`src/rtl/word_loader_pkg.sv`:
```
package word_loader_pkg;

    localparam int WORD_W   = 10;
    localparam int N_CHAINS = 3;

    typedef logic [WORD_W-1:0] word_t;

    typedef enum logic [1:0] {
        SEL_GRAY   = 2'd0,
        SEL_BRIGHT = 2'd1,
        SEL_DOTCOR = 2'd2,
        SEL_NONE   = 2'd3
    } chain_sel_e;

    // Value a latch bank takes at reset and while its enable is low.
    function automatic word_t bank_default(input int idx);
        return (idx == 0) ? word_t'(0) : '1;
    endfunction

endpackage

```
`src/rtl/word_loader_edge.sv`:
```
module word_loader_edge (
    input  logic clk,
    input  logic rst,
    input  logic sclk,
    input  logic pol,
    output logic active
);
    logic sclk_q;

    // Follows sclk during reset too, so no edge appears at reset release.
    always_ff @(posedge clk) begin
        sclk_q <= sclk;
    end

    assign active = !rst && (sclk != sclk_q) && (sclk == pol);

    // an accepted edge always lands on the level that the polarity asks for.
    assert_edge_level_R2: assert property (@(posedge clk) disable iff (rst)
        active |-> (sclk == pol) && (sclk != $past(sclk)));

endmodule

```
`src/rtl/word_loader_chain.sv`:
```
module word_loader_chain
    import word_loader_pkg::*;
#(
    parameter int CH = 16
) (
    input  logic  clk,
    input  logic  rst,
    input  logic  shift,
    input  word_t din,
    output word_t words [CH]
);
    word_t regs [CH];

    always_ff @(posedge clk) begin
        if (rst) begin
            for (int k = 0; k < CH; k++) regs[k] <= '0;
        end else if (shift) begin
            regs[0] <= din;
            for (int k = 1; k < CH; k++) regs[k] <= regs[k-1];
        end
    end

    assign words = regs;

    // the head word takes the input word on a shift.
    assert_head_load_R2: assert property (@(posedge clk) disable iff (rst)
        shift |=> regs[0] == $past(din));

    generate
        for (genvar k = 0; k < CH; k++) begin : g_hold
            // a chain that is not shifted keeps every word.
            assert_hold_R5: assert property (@(posedge clk) disable iff (rst)
                !shift |=> $stable(regs[k]));
        end
    endgenerate

endmodule

```
`src/rtl/word_loader_bank.sv`:
```
module word_loader_bank
    import word_loader_pkg::*;
#(
    parameter int    CH      = 16,
    parameter word_t DEF_VAL = '1
) (
    input  logic  clk,
    input  logic  rst,
    input  logic  enable,
    input  logic  strobe,
    input  word_t src [CH],
    output word_t lat [CH]
);
    word_t regs [CH];

    always_ff @(posedge clk) begin
        if (rst || !enable) begin
            for (int k = 0; k < CH; k++) regs[k] <= DEF_VAL;
        end else if (strobe) begin
            for (int k = 0; k < CH; k++) regs[k] <= src[k];
        end
    end

    assign lat = regs;

    generate
        for (genvar k = 0; k < CH; k++) begin : g_chk
            // a disabled bank reads its default.
            assert_forced_default_R10: assert property (@(posedge clk) disable iff (rst)
                !enable |=> regs[k] == DEF_VAL);
            // an honoured strobe copies the chain word.
            assert_strobe_copy_R9: assert property (@(posedge clk) disable iff (rst)
                (enable && strobe) |=> regs[k] == $past(src[k]));
        end
    endgenerate

endmodule

```
`src/rtl/word_loader.sv`:
```
module word_loader
    import word_loader_pkg::*;
#(
    parameter int CH = 16,
    localparam int W     = WORD_W,
    localparam int BUS_W = CH * W
) (
    input  logic             clk,
    input  logic             rst,
    input  logic             sclk,
    input  logic             sclk_pol,
    input  logic [1:0]       chain_sel,
    input  logic [W-1:0]     din,
    output logic [W-1:0]     dout,
    input  logic             bc_enable,
    input  logic             dc_enable,
    input  logic             latch_stb,
    output logic [BUS_W-1:0] gs_latched,
    output logic [BUS_W-1:0] bc_latched,
    output logic [BUS_W-1:0] dc_latched
);
    logic       edge_act;
    chain_sel_e sel;
    word_t      chain_w [N_CHAINS][CH];
    word_t      bank_w  [N_CHAINS][CH];
    logic       bank_en [N_CHAINS];

    assign sel        = chain_sel_e'(chain_sel);
    assign bank_en[0] = 1'b1;
    assign bank_en[1] = bc_enable;
    assign bank_en[2] = dc_enable;

    word_loader_edge u_edge (
        .clk    (clk),
        .rst    (rst),
        .sclk   (sclk),
        .pol    (sclk_pol),
        .active (edge_act)
    );

    generate
        for (genvar c = 0; c < N_CHAINS; c++) begin : g_chain
            logic picked;
            assign picked = (chain_sel == 2'(c));

            word_loader_chain #(.CH(CH)) u_chain (
                .clk   (clk),
                .rst   (rst),
                .shift (edge_act && picked),
                .din   (din),
                .words (chain_w[c])
            );

            word_loader_bank #(.CH(CH), .DEF_VAL(bank_default(c))) u_bank (
                .clk    (clk),
                .rst    (rst),
                .enable (bank_en[c]),
                .strobe (latch_stb && picked),
                .src    (chain_w[c]),
                .lat    (bank_w[c])
            );
        end

        for (genvar k = 0; k < CH; k++) begin : g_flat
            assign gs_latched[k*W +: W] = bank_w[0][k];
            assign bc_latched[k*W +: W] = bank_w[1][k];
            assign dc_latched[k*W +: W] = bank_w[2][k];
        end
    endgenerate

    always_comb begin
        unique case (sel)
            SEL_GRAY:   dout = chain_w[0][CH-1];
            SEL_BRIGHT: dout = chain_w[1][CH-1];
            SEL_DOTCOR: dout = chain_w[2][CH-1];
            default:    dout = '0;
        endcase
    end

    // the unused select code leaves the cascade output at zero.
    assert_unused_sel_zero_R6: assert property (@(posedge clk) disable iff (rst)
        chain_sel == 2'd3 |-> dout == '0);

    // right after reset the cascade output is zero.
    assert_reset_clear_R1: assert property (@(posedge clk)
        $fell(rst) |-> dout == '0);

endmodule

```
`config.mk`:
```
export PLATFORM = sky130hd
export DESIGN_NAME = word_loader
export DESIGN_NICKNAME = d
export VERILOG_FILES = /design/src/rtl/word_loader_pkg.sv /design/src/rtl/word_loader_edge.sv /design/src/rtl/word_loader_chain.sv /design/src/rtl/word_loader_bank.sv /design/src/rtl/word_loader.sv
export SDC_FILE = /design/constraint.sdc
export NUM_CORES = 2
export LEC_CHECK = 0
export BUFFER_PORTS_ARGS = -buffer_cell sky130_fd_sc_hd__buf_2
export CELL_PAD_IN_SITES_DETAIL_PLACEMENT = 0
export CELL_PAD_IN_SITES_GLOBAL_PLACEMENT = 1
export CORE_ASPECT_RATIO = 0.5
export CORE_UTILIZATION = 43
export DETAILED_ROUTE_END_ITERATION = 16
export PLACE_DENSITY = 0.77
export SYNTH_ARGS = -nofsm -noshare
export SYNTH_HDL_FRONTEND = slang
export SYNTH_SLANG_ARGS = --single-unit
```
`constraint.sdc`:
```
create_clock -name clk -period 2.4 [get_ports clk]
set_clock_uncertainty 0.15 [all_clocks]
set_input_delay 0.12 -clock clk [delete_from_list [all_inputs] [get_ports clk]]
set_output_delay 0.12 -clock clk [all_outputs]
set_load 0.02 [all_outputs]
```
# [Word level (Yosys, flattened, before mapping)]
# Cells that the tools add are included.
# Widths: inputs -> output; s select.
[word_totals] register_bits=961 input_bits=19 out_inout_bits=490 word_cells=116
[classes] eq_ne=4 n_mux=1 reduce_logical=14
[op_table] cell="$pmux 10 s3" count=1
[op_table] cell="$logic_and 1x1->1" count=8
[op_table] cell="$logic_not 1->1" count=3
[op_table] cell="$eq 2x1->1 const B" count=1
[op_table] cell="$eq 2x2->1 const B" count=1
[op_table] cell="$logic_not 2->1" count=1
[op_table] cell="$logic_or 1x1->1" count=2
[op_table] cell="$eq 1x1->1" count=1
[op_table] cell="$ne 1x1->1" count=1

# [Longest topological paths before layout]
[logic_depth] ltp_word=4 depth_mapped=7 mapped_depth_nobuf=3

# [Hierarchy]
# A second synthesis with hierarchy kept.
[hier_totals] hier_cells=3135 hier_area_um2=34543.1
[by_module_without_submodules] mod="word_loader_bank" instances=3 cells_per_inst=517 area_each_um2=5711.7 seq_area_each_um2=3203.1
[by_module_without_submodules] mod="word_loader_chain" instances=3 cells_per_inst=516 area_each_um2=5693.0 seq_area_each_um2=3203.1
[by_module_without_submodules] mod="word_loader" instances=1 cells_per_inst=32 area_each_um2=287.8 seq_area_each_um2=0.0
[by_module_without_submodules] mod="word_loader_edge" instances=1 cells_per_inst=4 area_each_um2=41.3 seq_area_each_um2=20.0

# [Worst setup path before layout]
# Ideal clock, no wire load.
[synth_timing] kind="register to register" start="register u_edge.sclk_q" end="register g_chain[2].u_chain.regs (netlist bit g_chain[2].u_chain.words[10])" setup_ns=0.121 arrival_ns=1.418 slack_ns=0.712 stages_incl_launch_ff=7 path_buffers=3 cell_sequence="dfxtp_1 > and3b_1 > buf_2 > o211ai_1 > buf_2 > buf_4 > mux2_2"
[synth_via] elab_chain_cells=4
[synth_rtl] element="start: declaration" line_no="word_loader_edge.sv:8" rtl="logic sclk_q;"
[synth_rtl] element="start signal: assignment" line_no="word_loader_edge.sv:12" rtl="sclk_q <= sclk;"
[synth_rtl] element="$ne 1x1->1" line_no="word_loader_edge.sv:15" rtl="assign active = !rst && (sclk != sclk_q) && (sclk == pol);"
[synth_rtl] element="$logic_and 1x1->1 (2 in series)" line_no="word_loader_edge.sv:15"
[synth_rtl] element="$logic_and 1x1->1" line_no="word_loader.sv:49" rtl=".shift (edge_act && picked),"
[synth_rtl] element="end: declaration" line_no="word_loader_chain.sv:12" rtl="word_t regs [CH];"
# Every way passes these cells.
# A chain may end at the register's enable or synchronous reset.

# [Final worst setup path]
[layout_timing] start="input chain_sel[1]" end="output dout[4]"
[layout_via] elab_chain_cells=2
[layout_rtl] element="start: declaration" line_no="word_loader.sv:12" rtl="input logic [1:0] chain_sel,"
[layout_rtl] element="$eq 2x2->1 (tied with other cells)" line_no="word_loader.sv:72" rtl="unique case (sel)"
[layout_rtl] element="$pmux 10 s3 (*)" line_no="word_loader.sv:72"
[layout_rtl] element="end: declaration" line_no="word_loader.sv:14" rtl="output logic [W-1:0] dout,"
# Every way passes the cells marked *; elsewhere a longest branch is shown, timed or not.

==> impl_metrics.csv <==
group,metric,value,unit
logic_synthesis,syn_avg_cell_area,9.186,um2
clocking,root_buffer,"clkbuf_16",
logic_synthesis,synthDistinctLibCells,29,
global_route,overflow,0,
finish,diodes,0,
critical_path,r2r_slack,0.27,ns
route,drc,0,
power,cellPowerDensity,776.7,mW/mm2
clocking,cts_resized,0,
route,routed-via-count,25930,
logic_synthesis,synth.cell_area,0.03406,mm2
placement,hpwl,63360,um
power,ir_drop,0.0004904,V
placement,gp_congestion,0.8389,
critical_path,worstSetupPathType,"input port to output pin",
critical_path,r2r_cells,4,
die,die_area,0.08041,mm2
die,row_count,72,
critical_path,crit_start,"chain_sel[1]",
critical_path,endpoint,"dout[4]",
route,firstDrtPassIters,5,
sta,rsz0062_at_grt,"false",
global_route,grt_pass1_vias,24630,
die,core-area,0.07783,mm2
logic_synthesis,yosysSeqAreaShare,0.5648,
die,initial_utilization,0.4376,
route,final_antenna_net_count,0,
sta,fmax,435.7,MHz
status,outcome,"finished, final reports clean",
logic_synthesis,syn_nets,3727,
global_route,antenna_found_initial,0,
finish,final_layout_size_suffix_gt1_frac,0.1737,
placement,io_buffer_count,508,
sta,hold_viol,0,
critical_path,endpoint_kind,"output pin",
finish,area_delta_synth_final,18.78,%
clocking,numCtsBuffers,83,
route,wirelength,92540,um
route,wire_per_inst,17.77,um
clocking,cts_tree,"yes",
clocking,cts.hold.buffers_added,19,
clocking,cts.sinks,961,
logic_synthesis,netlist_instances,3708,
sta,layout_min_cycle_time,2.295,ns
sta,setup_viol,0,
worst_hold_path,hold_path_class,"input port to flop",
clocking,cts_buffer_depth,3,
route,viasPerCell,4.979,
global_route,grt_pass1_wl,141500,um
logic_synthesis,ys.warnings.count,0,
critical_path,startpoint_type,"input port",
clocking,clk_pin_slew_worst_paths,0.07,ns
die,ioPinCount,509,
clocking,cts_max_level,3,
critical_path,required,2.13,ns
clocking,cts_setup_buffers,0,
critical_path,worstReg2RegStart,"u_edge.sclk_q$_DFF_P_",
die,die_h,201.0,um
sta,worstMarginPinSlew,1.089,ns
sta,relSlewSlack,0.2710,
die,fp.dieW,400.0,um
logic_synthesis,ys_ff_latch,961,
sta,postLayoutSetupSlackWorst,0.1046,ns
sta,setup_tns,0,ns
global_route,grt_max_degree,174,
power,p_leak,18.08,nW
job,maxCapViolations,0,
finish,utilization,0.5198,
critical_path,cp_max_fo,19,
finish,nNetsFinal,4126,
critical_path,crit_arrival,2.03,ns
route,drt-initial-drc-count,1538,
sta,final_max_slew_viol_count,0,
sta,finalCritPeriodShare,0.9564,
global_route,grt_usage,0.2246,
critical_path,r2r_end,"g_chain[1].u_chain.words[73]$_SDFFE_PP0P_",
placement,post-place-ws,0.2944,ns
clocking,clkLatencyLatePin,0.68,ns
## synth_stat cells
| master | number | area share |
|---|---|---|
| nand2_1 | 1267 | 0.14 |
| dfxtp_1 | 961 | 0.56 |
| mux2i_1 | 466 | 0.14 |
| inv_1 | 183 | 0.020 |
| o211ai_1 | 174 | 0.038 |
| clkbuf_1 | 171 | 0.019 |
| a21oi_1 | 160 | 0.024 |
| nand3_1 | 160 | 0.024 |
| buf_2 | 50 | 0.0073 |
| buf_4 | 25 | 0.0055 |
| buf_6 | 21 | 0.0069 |
| o31ai_1 | 13 | 0.0029 |
| o21ai_0 | 11 | 0.0016 |
| mux2_2 | 10 | 0.0033 |
| nor2_1 | 10 | 0.0011 |
| buf_1 | 8 | 0.00088 |
| and3b_1 | 3 | 0.00077 |
| nor2b_1 | 3 | 0.00055 |
| nand3b_1 | 2 | 0.00044 |
| inv_2 | 1 | 0.00011 |
| nor3_4 | 1 | 0.00048 |
| nor3b_1 | 1 | 0.00022 |
| nor3b_2 | 1 | 0.00037 |
| nor3b_4 | 1 | 0.00055 |
| o2111ai_1 | 1 | 0.00026 |
| o21a_1 | 1 | 0.00022 |
| o21ai_1 | 1 | 0.00015 |
| o21ai_2 | 1 | 0.00026 |
| or3b_2 | 1 | 0.00026 |
## sequential cells by signal (all words and copies together), names as in the netlist
register / count
u_edge.sclk_q: 1
g_chain.u_chain.words: 480
g_chain.u_bank.lat: 480
## routing by layer
layer	global-route usage	part of all wire	up-vias
li1	-	-	12950
met1	0.2879	0.43	12360
met2	0.3777	0.49	483
met3	0.04067	0.043	148
met4	0.07930	0.032	0
met5	0	0	-
## metrics by stage
stage               power (mW)  instances  cell area, um2  hold WS, ns
floorplan                17.40       3708           34060    -0.002283
global placement         17.83       5039           37460       0.1325
detailed placement       17.85       5039           37460       0.1401
CTS                      31.74       5209           40460      0.01056
global route             32.53       5209           40460      0.03626
finish                   31.43       5209           40460      0.06751
## final cells by class
cell class,count,area [um2]
Clock inverter,36,447.9
Tap cell,1036,1296
Timing Repair Buffer,589,3580
Multi-Input combinational cell,2288,12840
Clock buffer,115,2359
Fill cell,7441,37380
Sequential cell,961,19240
Inverter,184,698.2
## worst min path at each step
stage / start / endpoint / slack, ns / cells past startpoint
3_3_place_gp: sclk / u_edge.sclk_q$_DFF_P_ / 0.13 / 1
6_report: sclk / u_edge.sclk_q$_DFF_P_ / 0.07 / 2
5_1_grt: sclk / u_edge.sclk_q$_DFF_P_ / 0.04 / 2
3_5_place_dp: sclk / u_edge.sclk_q$_DFF_P_ / 0.14 / 1
2_1_floorplan: sclk / u_edge.sclk_q$_DFF_P_ / -0.002 / 0
4_1_cts: sclk / u_edge.sclk_q$_DFF_P_ / 0.01 / 2
## kinds of logic after synthesis
| family | count (synthesis) | synth area share |
|---|---|---|
| multiplexers | 476 | 0.1403 |
| buffers and inverters | 459 | 0.05980 |
| AND/OR/NAND/NOR | 1450 | 0.1679 |
| flip-flops | 961 | 0.5648 |
| AO/OA/AOI/OAI | 362 | 0.06722 |
## layout by cell type (no fill, tap or decap), types with 2 or more instances in the layout
master / instances
nand2_1: 1267
dfxtp_1: 961
buf_2: 507
mux2i_1: 466
inv_1: 183
o211ai_1: 174
nand3_1: 160
a21oi_1: 160
clkbuf_16: 84
buf_4: 32
buf_12: 30
clkinv_2: 19
dlygate4sd3_1: 19
clkbuf_1: 17
clkbuf_8: 14
o31ai_1: 13
o21ai_0: 11
nor2_1: 10
mux2_2: 10
bufinv_16: 7
clkinvlp_4: 3
nor2b_4: 2
nand3b_1: 2
nor3b_4: 2
and3b_1: 2
o21ai_4: 2
clkinv_8: 2
inv_16: 2
## worst max-delay path, cell delays in order
cell	delay (ns)
dlygate4sd3_1	0.54
buf_2	0.36
nor2b_1	0.30
buf_4	0.22
nand2_1	0.07
o21ai_0	0.17
buf_2	0.24
## power by group
| part | internal, mW | switching (mW) |
|---|---|---|
| combinational | 0.383 | 0.951 |
| clock | 7.71 | 6.21 |
| sequential | 16.1 | 0.0859 |
| total | 24.2 | 7.25 |
No activity file was read; power rests on OpenSTA's default activity.
